==> src/rtl/pdwt_pkg.sv <==
package pdwt_pkg;

    typedef enum logic [1:0] {ST_IDLE, ST_LOAD, ST_CALC, ST_FIN} pdwt_state_e;

    localparam int EVEN_TAPS = 5;
    localparam int ODD_TAPS  = 4;

    // even window j holds x[2k-4+2j]; odd window j holds x[2k-3+2j]
    function automatic int tap_coef(input bit odd_ph, input bit hi_band, input int j);
        int c;
        c = 0;
        case ({odd_ph, hi_band})
            2'b00: case (j) 0, 4: c = 7;   1, 3: c = -20;  2: c = 154; default: c = 0; endcase
            2'b01: case (j) 1, 4: c = 23;  2, 3: c = -151; default: c = 0; endcase
            2'b10: case (j) 0, 3: c = -4;  1, 2: c = 68;   default: c = 0; endcase
            default: case (j) 1, 3: c = -15; 2: c = 285;   default: c = 0; endcase
        endcase
        return c;
    endfunction

    function automatic int lut_sum(input bit odd_ph, input bit hi_band, input int addr, input int taps);
        int s;
        s = 0;
        for (int t = 0; t < taps; t++)
            if (addr[t]) s += tap_coef(odd_ph, hi_band, t);
        return s;
    endfunction

    function automatic int mirror(input int idx, input int n);
        if (idx < 0)  return -idx;
        if (idx >= n) return 2 * n - 2 - idx;
        return idx;
    endfunction

endpackage

==> src/rtl/pdwt_sample_store.sv <==
module pdwt_sample_store #(
    parameter int W = 8,
    parameter int N = 16,
    localparam int NP = N / 2,
    localparam int PB = (NP > 1) ? $clog2(NP) : 1,
    localparam int AB = $clog2(N)
) (
    input  logic                                  clk,
    input  logic                                  rst_n,
    input  logic                                  wr_en,
    input  logic [PB-1:0]                         wr_pair,
    input  logic [W-1:0]                          wr_even,
    input  logic [W-1:0]                          wr_odd,
    input  logic [PB-1:0]                         rd_ctr,
    output logic [pdwt_pkg::EVEN_TAPS-1:0][W-1:0] even_win,
    output logic [pdwt_pkg::ODD_TAPS-1:0][W-1:0]  odd_win
);
    logic [N-1:0][W-1:0] mem_d, mem_q;

    always_comb begin
        mem_d = mem_q;
        if (wr_en) begin
            mem_d[{wr_pair, 1'b0}] = wr_even;
            mem_d[{wr_pair, 1'b1}] = wr_odd;
        end
    end

    always_ff @(posedge clk or negedge rst_n) begin
        if (!rst_n) mem_q <= '0;
        else        mem_q <= mem_d;
    end

    // reads past either edge are reflected about the edge sample
    always_comb begin
        for (int j = 0; j < pdwt_pkg::EVEN_TAPS; j++)
            even_win[j] = mem_q[AB'(pdwt_pkg::mirror(2 * int'(rd_ctr) - 4 + 2 * j, N))];
        for (int j = 0; j < pdwt_pkg::ODD_TAPS; j++)
            odd_win[j] = mem_q[AB'(pdwt_pkg::mirror(2 * int'(rd_ctr) - 3 + 2 * j, N))];
    end


    pair_written_chk: assert property (@(posedge clk) disable iff (!rst_n)
        wr_en |=> mem_q[{$past(wr_pair), 1'b0}] == $past(wr_even));

endmodule

==> src/rtl/pdwt_da_unit.sv <==
module pdwt_da_unit #(
    parameter int W    = 8,
    parameter int TAPS = 5,
    parameter bit ODD  = 1'b0,
    parameter int AW   = 20,
    localparam int DEPTH = 1 << TAPS
) (
    input  logic                       clk,
    input  logic                       rst_n,
    input  logic                       clear,
    input  logic                       load,
    input  logic                       step,
    input  logic                       first,
    input  logic [TAPS-1:0][W-1:0]     win,
    output logic signed [AW-1:0]       acc_lo,
    output logic signed [AW-1:0]       acc_hi
);
    typedef struct packed {
        logic [TAPS-1:0][W-1:0] sh;
        logic signed [AW-1:0]   lo;
        logic signed [AW-1:0]   hi;
    } da_t;

    da_t s_d, s_q;
    logic signed [AW-1:0] rom_lo [DEPTH];
    logic signed [AW-1:0] rom_hi [DEPTH];
    logic [TAPS-1:0]      slice;

    for (genvar a = 0; a < DEPTH; a++) begin : g_rom
        assign rom_lo[a] = AW'(pdwt_pkg::lut_sum(ODD, 1'b0, a, TAPS));
        assign rom_hi[a] = AW'(pdwt_pkg::lut_sum(ODD, 1'b1, a, TAPS));
    end

    for (genvar t = 0; t < TAPS; t++) begin : g_slice
        assign slice[t] = s_q.sh[t][W-1];
    end

    // MSB first: the sign-bit slice carries negative weight
    always_comb begin
        s_d = s_q;
        if (clear) begin
            s_d = '0;
        end else if (load) begin
            s_d.sh = win;
            s_d.lo = '0;
            s_d.hi = '0;
        end else if (step) begin
            for (int t = 0; t < TAPS; t++) s_d.sh[t] = s_q.sh[t] << 1;
            s_d.lo = (s_q.lo <<< 1) + (first ? -rom_lo[slice] : rom_lo[slice]);
            s_d.hi = (s_q.hi <<< 1) + (first ? -rom_hi[slice] : rom_hi[slice]);
        end
    end

    always_ff @(posedge clk or negedge rst_n) begin
        if (!rst_n) s_q <= '0;
        else        s_q <= s_d;
    end

    assign acc_lo = s_q.lo;
    assign acc_hi = s_q.hi;


    acc_cleared_chk: assert property (@(posedge clk) disable iff (!rst_n)
        (load && !clear) |=> (acc_lo == '0 && acc_hi == '0));

endmodule

==> src/rtl/pdwt_analysis.sv <==
module pdwt_analysis #(
    parameter int W = 8,
    parameter int N = 16,
    localparam int NP = N / 2,
    localparam int PB = (NP > 1) ? $clog2(NP) : 1,
    localparam int AB = $clog2(N),
    localparam int OW = W + 2,
    localparam int AW = W + 12,
    localparam int CW = $clog2(W + 2) + 1
) (
    input  logic          clk,
    input  logic          rst_n,
    input  logic          start,
    input  logic          in_valid,
    output logic          in_ready,
    input  logic [W-1:0]  in_even,
    input  logic [W-1:0]  in_odd,
    output logic          out_valid,
    output logic [AB-1:0] out_lo_addr,
    output logic [OW-1:0] out_lo_data,
    output logic [AB-1:0] out_hi_addr,
    output logic [OW-1:0] out_hi_data,
    output logic          done
);
    import pdwt_pkg::*;

    typedef struct packed {
        pdwt_state_e   st;
        logic [PB-1:0] pair;
        logic [PB-1:0] k;
        logic [CW-1:0] cnt;
    } ctl_t;

    ctl_t s_d, s_q;

    logic accept, da_load, da_step, da_first;
    logic [EVEN_TAPS-1:0][W-1:0] even_win;
    logic [ODD_TAPS-1:0][W-1:0]  odd_win;
    logic signed [AW-1:0] e_lo, e_hi, o_lo, o_hi, sum_lo, sum_hi;

    assign in_ready = (s_q.st == ST_LOAD);
    assign accept   = in_valid && in_ready;
    assign da_load  = (s_q.st == ST_CALC) && (s_q.cnt == '0);
    assign da_step  = (s_q.st == ST_CALC) && (s_q.cnt != '0) && (s_q.cnt <= CW'(W));
    assign da_first = (s_q.cnt == CW'(1));
    assign out_valid = (s_q.st == ST_CALC) && (s_q.cnt == CW'(W + 1));
    assign done      = (s_q.st == ST_FIN);

    always_comb begin
        s_d = s_q;
        if (start) begin
            s_d.st   = ST_LOAD;
            s_d.pair = '0;
            s_d.k    = '0;
            s_d.cnt  = '0;
        end else begin
            case (s_q.st)
                ST_LOAD: if (accept) begin
                    if (s_q.pair == PB'(NP - 1)) begin
                        s_d.st  = ST_CALC;
                        s_d.k   = '0;
                        s_d.cnt = '0;
                    end else begin
                        s_d.pair = s_q.pair + 1'b1;
                    end
                end
                ST_CALC: if (out_valid) begin
                    s_d.cnt = '0;
                    if (s_q.k == PB'(NP - 1)) s_d.st = ST_FIN;
                    else                      s_d.k  = s_q.k + 1'b1;
                end else begin
                    s_d.cnt = s_q.cnt + 1'b1;
                end
                ST_FIN:  s_d.st = ST_IDLE;
                default: s_d.st = ST_IDLE;
            endcase
        end
    end

    always_ff @(posedge clk or negedge rst_n) begin
        if (!rst_n) s_q <= '{st: ST_IDLE, pair: '0, k: '0, cnt: '0};
        else        s_q <= s_d;
    end

    pdwt_sample_store #(.W(W), .N(N)) u_store (
        .clk, .rst_n,
        .wr_en(accept), .wr_pair(s_q.pair), .wr_even(in_even), .wr_odd(in_odd),
        .rd_ctr(s_q.k), .even_win, .odd_win
    );

    pdwt_da_unit #(.W(W), .TAPS(EVEN_TAPS), .ODD(1'b0), .AW(AW)) u_da_even (
        .clk, .rst_n, .clear(start), .load(da_load), .step(da_step), .first(da_first),
        .win(even_win), .acc_lo(e_lo), .acc_hi(e_hi)
    );

    pdwt_da_unit #(.W(W), .TAPS(ODD_TAPS), .ODD(1'b1), .AW(AW)) u_da_odd (
        .clk, .rst_n, .clear(start), .load(da_load), .step(da_step), .first(da_first),
        .win(odd_win), .acc_lo(o_lo), .acc_hi(o_hi)
    );

    assign sum_lo = e_lo + o_lo + AW'(128);
    assign sum_hi = e_hi + o_hi + AW'(128);
    assign out_lo_data = OW'(sum_lo >>> 8);
    assign out_hi_data = OW'(sum_hi >>> 8);
    assign out_lo_addr = AB'(s_q.k);
    assign out_hi_addr = AB'(s_q.k) + AB'(NP);


    done_after_emit_chk: assert property (@(posedge clk) disable iff (!rst_n)
        done |-> $past(out_valid));


    emit_spacing_chk: assert property (@(posedge clk) disable iff (!rst_n)
        out_valid |=> !out_valid);


    load_quiet_chk: assert property (@(posedge clk) disable iff (!rst_n)
        in_ready |-> !out_valid);


    lo_addr_range_chk: assert property (@(posedge clk) disable iff (!rst_n)
        out_valid |-> (out_lo_addr < AB'(NP)));


    ready_needs_start_chk: assert property (@(posedge clk) disable iff (!rst_n)
        $rose(in_ready) |-> $past(start));

endmodule

==> config.mk <==
export PLATFORM = sky130hd
export DESIGN_NAME = pdwt_analysis
export DESIGN_NICKNAME = d
export VERILOG_FILES = /design/src/rtl/pdwt_pkg.sv /design/src/rtl/pdwt_sample_store.sv /design/src/rtl/pdwt_da_unit.sv /design/src/rtl/pdwt_analysis.sv
export SDC_FILE = /design/constraint.sdc
export NUM_CORES = 1
export LEC_CHECK = 0
export ABC_CLOCK_PERIOD_IN_PS = 5000
export BUFFER_PORTS_ARGS = -buffer_cell sky130_fd_sc_hd__buf_2
export CAP_MARGIN = 30
export CORE_MARGIN = 8
export CORE_UTILIZATION = 57
export CTS_BUF_LIST = sky130_fd_sc_hd__clkbuf_4
export DETAILED_ROUTE_END_ITERATION = 10
export HOLD_SLACK_MARGIN = 0.08
export PLACE_DENSITY = 0.72
export SLEW_MARGIN = 10
export SYNTH_ARGS = -nofsm -noshare
export SYNTH_HDL_FRONTEND = slang
export SYNTH_SLANG_ARGS = --single-unit
==> constraint.sdc <==
create_clock -name clk -period 5 [get_ports clk]
set_clock_uncertainty 0.2 [all_clocks]
set_input_delay 0.25 -clock clk [delete_from_list [all_inputs] [get_ports clk]]
set_output_delay 0.25 -clock clk [all_outputs]
set_load 0.05 [all_outputs]
==> results by group, run 1 <==
Timing
  – Tcrit/Tclk final: 92.4%
  – Final Max Tran Viols: 0
  – Final Critical Period: 4620 ps
  – RSZ-0062 raised after global routing: no
  – Worst Max-Slew Pin Slew: 948 ps
  – Final setup vio count: 0
  – FMAX: 0.216 GHz
  – Rel. slew slack: 36.5%
  – Final setup TNS: 0 ps
  – Final hold violations: 0

Pwr
  – Worst vdd ir: 0.270 mV
  – P_leak: 11.4 nW
  – PwrDens: 375 nW/um^2

Logic synthesis
  – Synthesized Nets: 2365
  – Synth top area share: 32.3%
  – Main combinational cell family by area after synthesis: multiplexers
  – Synthesized area: 21900 sq um
  – Count leader, synth: dfrtp_1
  – Post-synth EDFFs: 0
  – #FFs+latches synth: 283
  – Syn Area/Cell: 10.1 sq um
  – Compound-Gate Fraction of Synth Area: 15.5%
  – Post-synthesis mux area share: 22.5%
  – Ys async rst share: 100%
  – Post-Synthesis Cells: 2163
  – Synth warnings: 0
  – Post-synth top cells: 283 x dfrtp_1, 222 x nand2_1, 178 x ha_1
  – Top_reg_cell synth: dfrtp_1
  – Area fraction in and, or, nand and nor cells after synthesis: 10.9%
  – Synth area leader: dfrtp_1
  – Synth cell types: 76
  – Synth area leaders: dfrtp_1 32%, mux4_2 12%, ha_1 10%, mux2_2 6.8%, mux2i_1 3.9%
  – Adder-Cell Fraction of Synth Area: 10.5%
  – Seq/Total Area, Yosys: 32.3%
  – XOR/XNOR share of the synthesized area: 4.93%

Setup path
  – Critical path type: flip-flop to flip-flop
  – Crit-path max FO: 12
  – Slowest stage delay, CP: 410 ps
  – Crit-path cells: buf_4 -> ha_1 -> nand2b_1 -> o21ai_1 -> nand2_1 -> o21ai_0 -> ha_1 -> nand3_1 -> or2_2 -> o311ai_1 -> o21ai_0 -> ha_1 -> a21oi_1 -> o21ai_0 -> o2bb2ai_1 -> a21o_1 -> nand2b_1 -> a31oi_1 -> xnor2_1 -> o21ai_1
  – Reg-to-reg startpoint: u_da_even.s_q[55]
  – Buf/Inv on CP: 1
  – Worst setup SP type: flip-flop
  – Critical Path Slowest Stage Cell: o311ai_1
  – Required time of the worst setup path: 5420 ps
  – CP startpoint: u_da_even.s_q[55]
  – Arrival @ worst endpoint: 5040 ps
  – Crit path max-delay family: compound AO/OA/AOI/OAI gates
  – R2r setup slk: 380 ps
  – Crit end category: flip-flop

Drt
  – Routed Antenna Nets: 0
  – DRC: 0
  – Via count: 17900
  – Pre-Repair DR Iteration Count: 6
  – Initial DRC count: 1349
  – Via density: 6.30
  – WL/cell: 20.3 um
  – WL final: 57700 um

Floorplan
  – Width of the chip: 212 um
  – Die Y: 212 um
  – Full die area: 45000 sq um
  – Top Ports: 51
  – Initial Util: 57.3%
  – Num rows: 72
  – Placeable core area: 38300 sq um

Status
  – Status: complete, no violations

Cells and area
  – Nets: 2465
  – P&R area growth vs syn: 10.3%
  – Layout Utilization: 63.2%
  – Share of cells above drive strength 1: 22.2%

Place
  – HPWL after detailed placement: 38400 um
  – Routability-driven placement congestion ratio: 0.900
  – PortBufs: 48

Min path
  – Hold_sp: in_odd[2]
  – Hold Path Class: input pin to flip-flop

Global routing
  – First-pass GRT wire length: 93800 um
  – Initial antenna violation count: 3
  – Largest net degree at the start of global routing: 142
  – Vias in the first global route: 18100
  – Global route overflow: 0
  – Total Routing Usage GR: 25.9%

Clock network
  – CTS tree: done
  – Clk pin slew, worst setup/hold paths: 60 ps
  – # clock sinks: 283
  – CTS HTree Levels: 3
  – Clock Tree Buf Depth: 3
  – Post-CTS resize count: 0
  – Clock Tree Root: clkbuf_4
  – Inserted Clock Buffers: 82
  – Clock Latency Late Sink: 790 ps

Flow run
  – MaxCap Viol Count: 0
-- placed cells by master, fill, tap and decap left out, drive strengths merged, types with 21 or more instances in the layout --
cell         synthesis  layout
a211oi              46      46
a21o                34      34
a21oi              140     140
a22o                21      21
a31oi               24      24
buf                 52     103
clkbuf              72     113
clkinv               2      29
dfrtp              283     283
dlygate4sd3          0      37
ha                 178     178
inv                 47      49
mux2               132     132
mux2i               85      85
mux4               115     115
nand2              222     222
nand2b              32      32
nand3               23      23
nor2               142     142
nor2b               35      35
nor3                24      24
o21ai              171     171
xnor2               74      74
xor2                41      41
-- logic make-up after synthesis --
logic type / Yosys count
AND/OR/NAND/NOR: 531
flip-flops: 283
multiplexers: 332
buffers and inverters: 173
other: 2
AO/OA/AOI/OAI: 545
adder cells (fa/ha/maj): 182
XOR/XNOR: 115
-- worst min-delay path: cells and delay by family --
| family | cells | cell delay [ps] |
|---|---|---|
| buf+inv | 2 | 680 |
| mux | 1 | 160 |
-- metal layers --
layer | vias up | part of all wire (%) | track usage, %
li1 | 8252 | - | -
met1 | 8803 | 41 | 32.6
met2 | 718 | 48 | 42.8
met3 | 152 | 7.0 | 5.19
met4 | 0 | 4.0 | 11.6
met5 | - | 0 | 0
-- metrics by stage --
step / hold WS [ps] / setup slack, ps / std cells / cell area (sq um) / power [W]
4_1_cts: 86.5 / 377 / 2838 / 24200 / 0.00911
2_1_floorplan: -246 / 458 / 2163 / 21900 / 0.00590
5_1_grt: 135 / 20.8 / 2842 / 24200 / 0.00965
6_report: 127 / 380 / 2843 / 24200 / 0.00908
3_5_place_dp: 52.5 / 417 / 2657 / 22800 / 0.00688
3_3_place_gp: 43.0 / 561 / 2655 / 22700 / 0.00675
-- power breakdown --
group | internal [W] | switching [W] | leakage [nW]
logic | 0.00178 | 0.00213 | 6.95
registers | 0.00261 | 0.000404 | 3.87
clock network | 0.00110 | 0.00106 | 0.597
total | 0.00549 | 0.00359 | 11.4
-- final timing paths --
path	end	depth (start not counted)
min reg2reg	u_da_odd.s_q[51]	1
max reg2reg	u_da_even.acc_hi[17]	20
max in group asynchronous	u_da_odd.s_q[58]	4
min	u_store.mem_q[90]	3
min in group asynchronous	u_da_odd.acc_hi[14]	4
max	u_da_even.acc_hi[17]	20
-- final cells by class --
cell class | instances | area [sq um]
clock inverters | 30 | 158
flip-flops and latches | 283 | 7090
diodes | 3 | 7.51
inverters | 49 | 186
multi-input cells | 1707 | 14200
well taps | 518 | 648
clock buffers | 113 | 848
repair buffers | 140 | 1090
fillers | 3126 | 14100
-- registers in the layout (all words and copies together) (netlist names) --
register,cells
u_store.mem_q,128
u_da_even.s_q,40
u_da_odd.s_q,32
u_da_even.acc_hi,18
u_da_even.acc_lo,18
u_da_odd.acc_hi,18
u_da_odd.acc_lo,16
s_q,10
out_lo_addr,3
-- repair_timing --
action / in CTS / in global routing
buffers inserted: 0 / 0
hold buffers: 38 / 0
hold endpoints to repair: 455 / 0
(Power assumes the default switching activity.)
==> run 2, diff against run 1 <==
- PLACE_DENSITY: 0.72 -> 0.73
- SYNTH_HIERARCHICAL: not set -> 1
==> results by group, run 2 <==
Setup path
  – Reg-to-reg startpoint: u_da_even/s_q[47]
  – Required time of the worst setup path: 5440 ps (+20 ps)
  – Worst setup SP type: flip-flop
  – Crit-path max FO: 5 (-7)
  – Crit end category: flip-flop
  – CP startpoint: u_da_even/s_q[47]
  – Critical path type: flip-flop to flip-flop
  – Arrival @ worst endpoint: 5040 ps (about the same)
  – Slowest stage delay, CP: 480 ps (+70 ps)
  – Critical Path Slowest Stage Cell: mux4_2
  – Crit path max-delay family: compound AO/OA/AOI/OAI gates
  – Crit-path cells: inv_1 -> ha_1 -> mux4_2 -> nand2_1 -> o21ai_1 -> or2_1 -> nor3_1 -> and3_1 -> inv_1 -> ha_1 -> a21oi_1 -> ha_1 -> o21ai_0 -> o21ai_0 -> o221ai_2 -> o21ai_0 -> a31oi_1 -> mux2i_1 -> o211ai_1
  – Buf/Inv on CP: 2 (+1)

Global routing
  – Met3 Usage GRT: 5.24% (+0.051 points)
  – Initial antenna violation count: 2 (-1)
  – First-pass GRT wire length: 103000 um (+9.9%)
  – Largest net degree at the start of global routing: 104 (-27%)
  – Global route overflow: 0 (unchanged)
  – Vias in the first global route: 19500 (+7.8%)
  – Met1 usage: 32.3% (-0.26 points)
  – Total Routing Usage GR: 25.3% (-0.56 points)
  – Met2 Resource Use GR: 41.3% (-1.5 points)
  – Gr busiest metal: met2

Pwr
  – P_leak: 12.1 nW (+6.1%)
  – Design Power: 0.0104 W (+14%)
  – Worst vdd ir: 0.288 mV (+6.4%)
  – PwrDens: 396 nW/um^2 (+5.5%)

Timing
  – Rel. slew slack: 30.0% (-6.5 points)
  – Final hold violations: 0 (unchanged)
  – Final Critical Period: 4590 ps (-25.0 ps)
  – FMAX: 0.218 GHz (+0.54%)
  – Final setup vio count: 0 (unchanged)
  – Final setup TNS: 0 ps (unchanged)
  – Final Max Tran Viols: 0 (unchanged)
  – Worst Max-Slew Pin Slew: 1050 ps (+102 ps)
  – Tcrit/Tclk final: 91.9% (-0.50 points)
  – RSZ-0062 raised after global routing: no

Min path
  – Hold_sp: in_odd[5]
  – Hold Path Class: input pin to flip-flop

Cells and area
  – Reg with most FFs: u_store/mem_q
  – Most frequent cells in the layout: 281 x dfrtp_1, 217 x mux2_2, 201 x nor2_1, 196 x nand2_1, 196 x ha_1
  – Largest register FFs: 128 (unchanged)
  – Nets: 2730 (+11%)
  – Share of cells above drive strength 1: 23.3% (+1.1 points)
  – Layout Utilization: 61.2% (-2.0 points)
  – Largest regs: u_store/mem_q: 128 flops, u_da_even/s_q: 40 flops, u_da_odd/s_q: 32 flops
  – Fillers: 3640 (+16%)
  – P&R area growth vs syn: 6.86%
  – Design Area, Final: 26200 sq um (+8.2%)
  – Commonest non-fill, non-tap cell in the layout: dfrtp_1

Drt
  – WL final: 64000 um (+11%)
  – Initial DRC count: 1557 (+15%)
  – Routed Antenna Nets: 0 (unchanged)
  – Via density: 6.31 (about the same)
  – DRC: 0 (unchanged)
  – Pre-Repair DR Iteration Count: 5 (-1)
  – WL/cell: 20.5 um (+1.3%)
  – Via count: 19700 (+9.7%)

Clock network
  – Clock Latency Late Sink: 830 ps (+40 ps)
  – CTS HTree Levels: 3 (unchanged)
  – Clock Tree Root: clkbuf_4
  – Clk pin slew, worst setup/hold paths: 70 ps (about the same)
  – Inserted Clock Buffers: 82 (unchanged)
  – CTS tree: done
  – Setup Fix Bufs, Post-CTS: 0 (unchanged)
  – Clock Tree Buf Depth: 3 (unchanged)
  – # clock sinks: 283 (unchanged)

Logic synthesis
  – Synth warnings: 6 (+6)
  – Syn Area/Cell: 9.81 sq um (-3.3%)
  – Synthesized area: 24500 sq um (+12%)
  – Post-Synthesis Cells: 2499 (+16%)

Place
  – PortBufs: 48 (unchanged)
  – Post-DP Area: 24800 sq um (+8.8%)
  – Routability-driven placement congestion ratio: 0.913 (+1.4%)
  – HPWL after detailed placement: 43000 um (+12%)

Floorplan
  – Die Y: 223 um (+5.3%)
  – Full die area: 49900 sq um (+11%)
  – Num rows: 76 (+5.6%)
  – Width of the chip: 223 um (+5.3%)
  – Placeable core area: 42800 sq um (+12%)
  – Initial Util: 57.3% (about the same)
  – Top Ports: 51 (unchanged)

Flow run
  – MaxCap Viol Count: 0 (unchanged)

Status
  – Status: complete, no violations
[run 2: cell type report]
class                           instances  area [sq um]  area share [%]
Inverter                               69           267            1.02
Multi-Input combinational cell       1934         16000            61.2
Timing Repair Buffer                  140          1110            4.24
Clock inverter                         23           106           0.406
Sequential cell                       283          7090            27.1
Antenna cell                            2          5.00          0.0191
Clock buffer                          120           901            3.44
Tap cell                              546           683            2.61
[run 2: worst paths after layout]
kind | end | slack [ps] | depth (start not counted)
max in group asynchronous | out_lo_addr[0] | 3580 | 4
worst min register to register | u_da_odd/acc_hi[17] | 320 | 2
min in group asynchronous | u_da_even/s_q[60] | 500 | 4
worst max-delay path | u_da_even/acc_lo[16] | 410 | 19
worst max register to register | u_da_even/acc_lo[16] | 410 | 19
worst min-delay path | u_store/mem_q[29] | 150 | 3
[run 2: what timing repair did]
item	4_1_cts	5_1_grt
endpoints found under the hold margin	455	0
gates resized for setup	0	4
hold buffers	37	0
endpoints found under the setup margin	0	2
[run 2: through the flow]
| stage | instances | hold slack, ps | setup slack [ps] |
|---|---|---|---|
| after floorplan | 2500 | -246 | 582 |
| after global placement | 2932 | 146 | 377 |
| after detailed placement | 2934 | 148 | 332 |
| after CTS | 3114 | 84.9 | 257 |
| after global routing | 3117 | 113 | 8.64 |
| final | 3117 | 150 | 405 |
[run 2: worst register-to-register path, cell delays in order, from the launching register on]
cell and delay, ps:
dfrtp_1 370, inv_1 150, ha_1 320, mux4_2 480, nand2_1 70, o21ai_1 110, or2_1 260, nor3_1 180
and3_1 240, inv_1 60, ha_1 280, a21oi_1 160, ha_1 280, o21ai_0 150, o21ai_0 160, o221ai_2 250
o21ai_0 150, a31oi_1 240, mux2i_1 230, o211ai_1 110
[run 2: per-layer routing]
metal	vias up	wire, um
li1	9150	-
met1	9537	26600
met2	800	30200
met3	173	4910
met4	0	2260
met5	-	0
[run 2: power by group]
part	total, W	internal (W)	switching, W
clock	0.00217	0.00110	0.00108
sequential	0.00304	0.00261	0.000424
combinational	0.00516	0.00233	0.00283
total	0.0104	0.00604	0.00433
==> run 3, diff against run 2 <==
- ABC_AREA: not set -> 1
- CORE_MARGIN: 8 -> 5
==> results by group, run 3 <==
Status
  – Status: complete, no violations

Global routing
  – Initial antenna violation count: 3 (+1)
  – First-pass GRT wire length: 117000 um (+14%)
  – Global route overflow: 0 (unchanged)
  – Vias in the first global route: 22800 (+17%)
  – Largest net degree at the start of global routing: 119 (+14%)
  – Total Routing Usage GR: 29.8% (+4.5 points)

Cells and area
  – P&R area growth vs syn: 6.76% (about the same)
  – Largest register FFs: 128 (unchanged)
  – Cell Count, Final, Fillers Out: 4419 (+42%)
  – Share of cells above drive strength 1: 8.23% (-15 points)
  – Layout Utilization: 61.7% (+0.48 points)
  – Nets: 3995 (+46%)
  – Most frequent cells in the layout: 1142 x nand2_1, 520 x o21ai_0, 400 x inv_1, 284 x nand3_1, 282 x dfrtp_1
  – Reg with most FFs: u_store/mem_q
  – Largest regs: u_store/mem_q: 128 flops, u_da_even/s_q: 40 flops, u_da_odd/s_q: 32 flops
  – Commonest non-fill, non-tap cell in the layout: nand2_1
  – Design Area, Final: 26700 sq um (+1.9%)

Timing
  – RSZ-0062 raised after global routing: no
  – Worst Max-Slew Pin Slew: 915 ps (-135 ps)
  – Final Critical Period: 4360 ps (-238 ps)
  – Tcrit/Tclk final: 87.1% (-4.8 points)
  – FMAX: 0.230 GHz (+5.5%)
  – Final Max Tran Viols: 0 (unchanged)
  – Final setup vio count: 0 (unchanged)
  – Rel. slew slack: 38.9% (+9.0 points)
  – Final setup TNS: 0 ps (unchanged)
  – Final hold violations: 0 (unchanged)

Floorplan
  – Num rows: 76 (unchanged)
  – Placeable core area: 43300 sq um (+1.1%)
  – Die Y: 219 um (-1.8%)
  – Top Ports: 51 (unchanged)
  – Initial Util: 57.8% (+0.50 points)
  – Width of the chip: 219 um (-1.8%)
  – Full die area: 48100 sq um (-3.5%)

Drt
  – DRC: 0 (unchanged)
  – WL final: 72100 um (+13%)
  – Via count: 24900 (+26%)
  – Pre-Repair DR Iteration Count: 6 (+1)
  – Initial DRC count: 2354 (+51%)
  – WL/cell: 16.3 um (-21%)
  – Via density: 5.63 (-11%)
  – Routed Antenna Nets: 0 (unchanged)

Logic synthesis
  – Synthesized area: 25000 sq um (+2.0%)
  – Post-Synthesis Cells: 3776 (+51%)
  – Syn Area/Cell: 6.62 sq um (-32%)
  – Synth warnings: 6 (unchanged)

Clock network
  – Clock Latency Late Sink: 850 ps (+20 ps)
  – Inserted Clock Buffers: 80 (-2.4%)
  – Clock Tree Root: clkbuf_4
  – # clock sinks: 283 (unchanged)
  – CTS tree: done
  – Setup Fix Bufs, Post-CTS: 0 (unchanged)
  – Clock Tree Buf Depth: 3 (unchanged)
  – Clk pin slew, worst setup/hold paths: 60 ps (about the same)
  – Post-CTS resize count: 0 (unchanged)
  – CTS HTree Levels: 3 (unchanged)

Setup path
  – Worst setup SP type: flip-flop
  – Crit-path cells: inv_1 -> ha_1 -> inv_1 -> nand2_1 -> nand3_1 -> nand2_1 -> nor3_1 -> nand2_1 -> nor3_2 -> inv_1 -> ha_1 -> a21oi_1 -> ha_1 -> nand2_1 -> nor2_1 -> inv_1 -> o21ai_0 -> nand3_1 -> nand2_1 -> a21oi_1 -> o21ai_0 -> nand2_1
  – Crit end category: flip-flop
  – Crit-path max FO: 12 (+7)
  – Most used cell, CP: nand2_1
  – Critical path type: flip-flop to flip-flop
  – Required time of the worst setup path: 5480 ps (+40 ps)
  – Slowest stage delay, CP: 570 ps (+90 ps)
  – Critical Path Slowest Stage Cell: dfrtp_1
  – Arrival @ worst endpoint: 4830 ps (-210 ps)

Place
  – Placed insts: 4220 (+44%)
  – HPWL after detailed placement: 49200 um (+14%)
  – PortBufs: 48 (unchanged)
  – Post-DP Area: 25100 sq um (+1.3%)
  – Routability-driven placement congestion ratio: 0.937 (+2.7%)

Pwr
  – P_leak: 13.9 nW (+14%)
  – PwrDens: 558 nW/um^2 (+41%)
  – Worst vdd ir: 0.422 mV (+47%)

Min path
  – Hold Path Class: input pin to flip-flop

Flow run
  – MaxCap Viol Count: 0 (unchanged)
-- run 3: per-layer routing --
layer	up-vias	track usage (%)	share of wire, %
met5	-	0	0.018
li1	12400	-	-
met3	177	6.11	8.7
met4	2	11.2	3.4
met1	11300	40.8	44
met2	1011	46.9	44
-- run 3: where the power goes --
part	switching, W	internal (W)
logic	0.00651	0.00301
registers	0.000511	0.00274
clock network	0.00105	0.00108
total	0.00807	0.00683
-- run 3: final timing paths --
check                                        from              endpoint  slack [ps]  depth (start not counted)
worst min-delay path                   in_even[1]     u_store/mem_q[81]         130                          4
min in group asynchronous                   rst_n     u_da_even/s_q[72]         430                          4
max in group asynchronous                   rst_n    u_da_odd/acc_lo[7]        3500                          4
worst max-delay path            u_da_even/s_q[55]  u_da_even/acc_lo[12]         640                         22
worst max register to register  u_da_even/s_q[55]  u_da_even/acc_lo[12]         640                         22
worst min register to register  u_da_even/s_q[76]     u_da_even/s_q[77]         230                          2
-- run 3: worst max-delay path, delay by kind of cell, from the launching register on --
family	cells	cell delay, ps
AND/OR/NAND/NOR	11	1410
adder cells (fa/ha/maj)	3	1030
flip-flops	1	570
AO/OA/AOI/OAI	4	520
buffers and inverters	4	440
-- run 3: area by class of cell --
class | count | area, sq um
clock buffers | 112 | 841
flip-flops and latches | 283 | 7090
repair buffers | 152 | 1240
fillers | 4171 | 16600
diodes | 5 | 12.5
clock inverters | 24 | 129
inverters | 417 | 1570
multi-input cells | 2841 | 15100
well taps | 585 | 732
-- run 3: per-stage QoR --
stage | total power (W) | worst slack [ps] | hold slack, ps
after floorplan | 0.0102 | 1240 | -246
after global placement | 0.0124 | 858 | 56.1
after detailed placement | 0.0125 | 737 | 61.4
after CTS | 0.0147 | 676 | 81.7
after global routing | 0.0163 | 155 | 124
final | 0.0149 | 643 | 126
-- run 3: what timing repair did --
| item | CTS | global route |
|---|---|---|
| hold buffers | 56 | 0 |
| endpoints found under the setup margin | 0 | 0 |
| hold endpoints to repair | 458 | 0 |
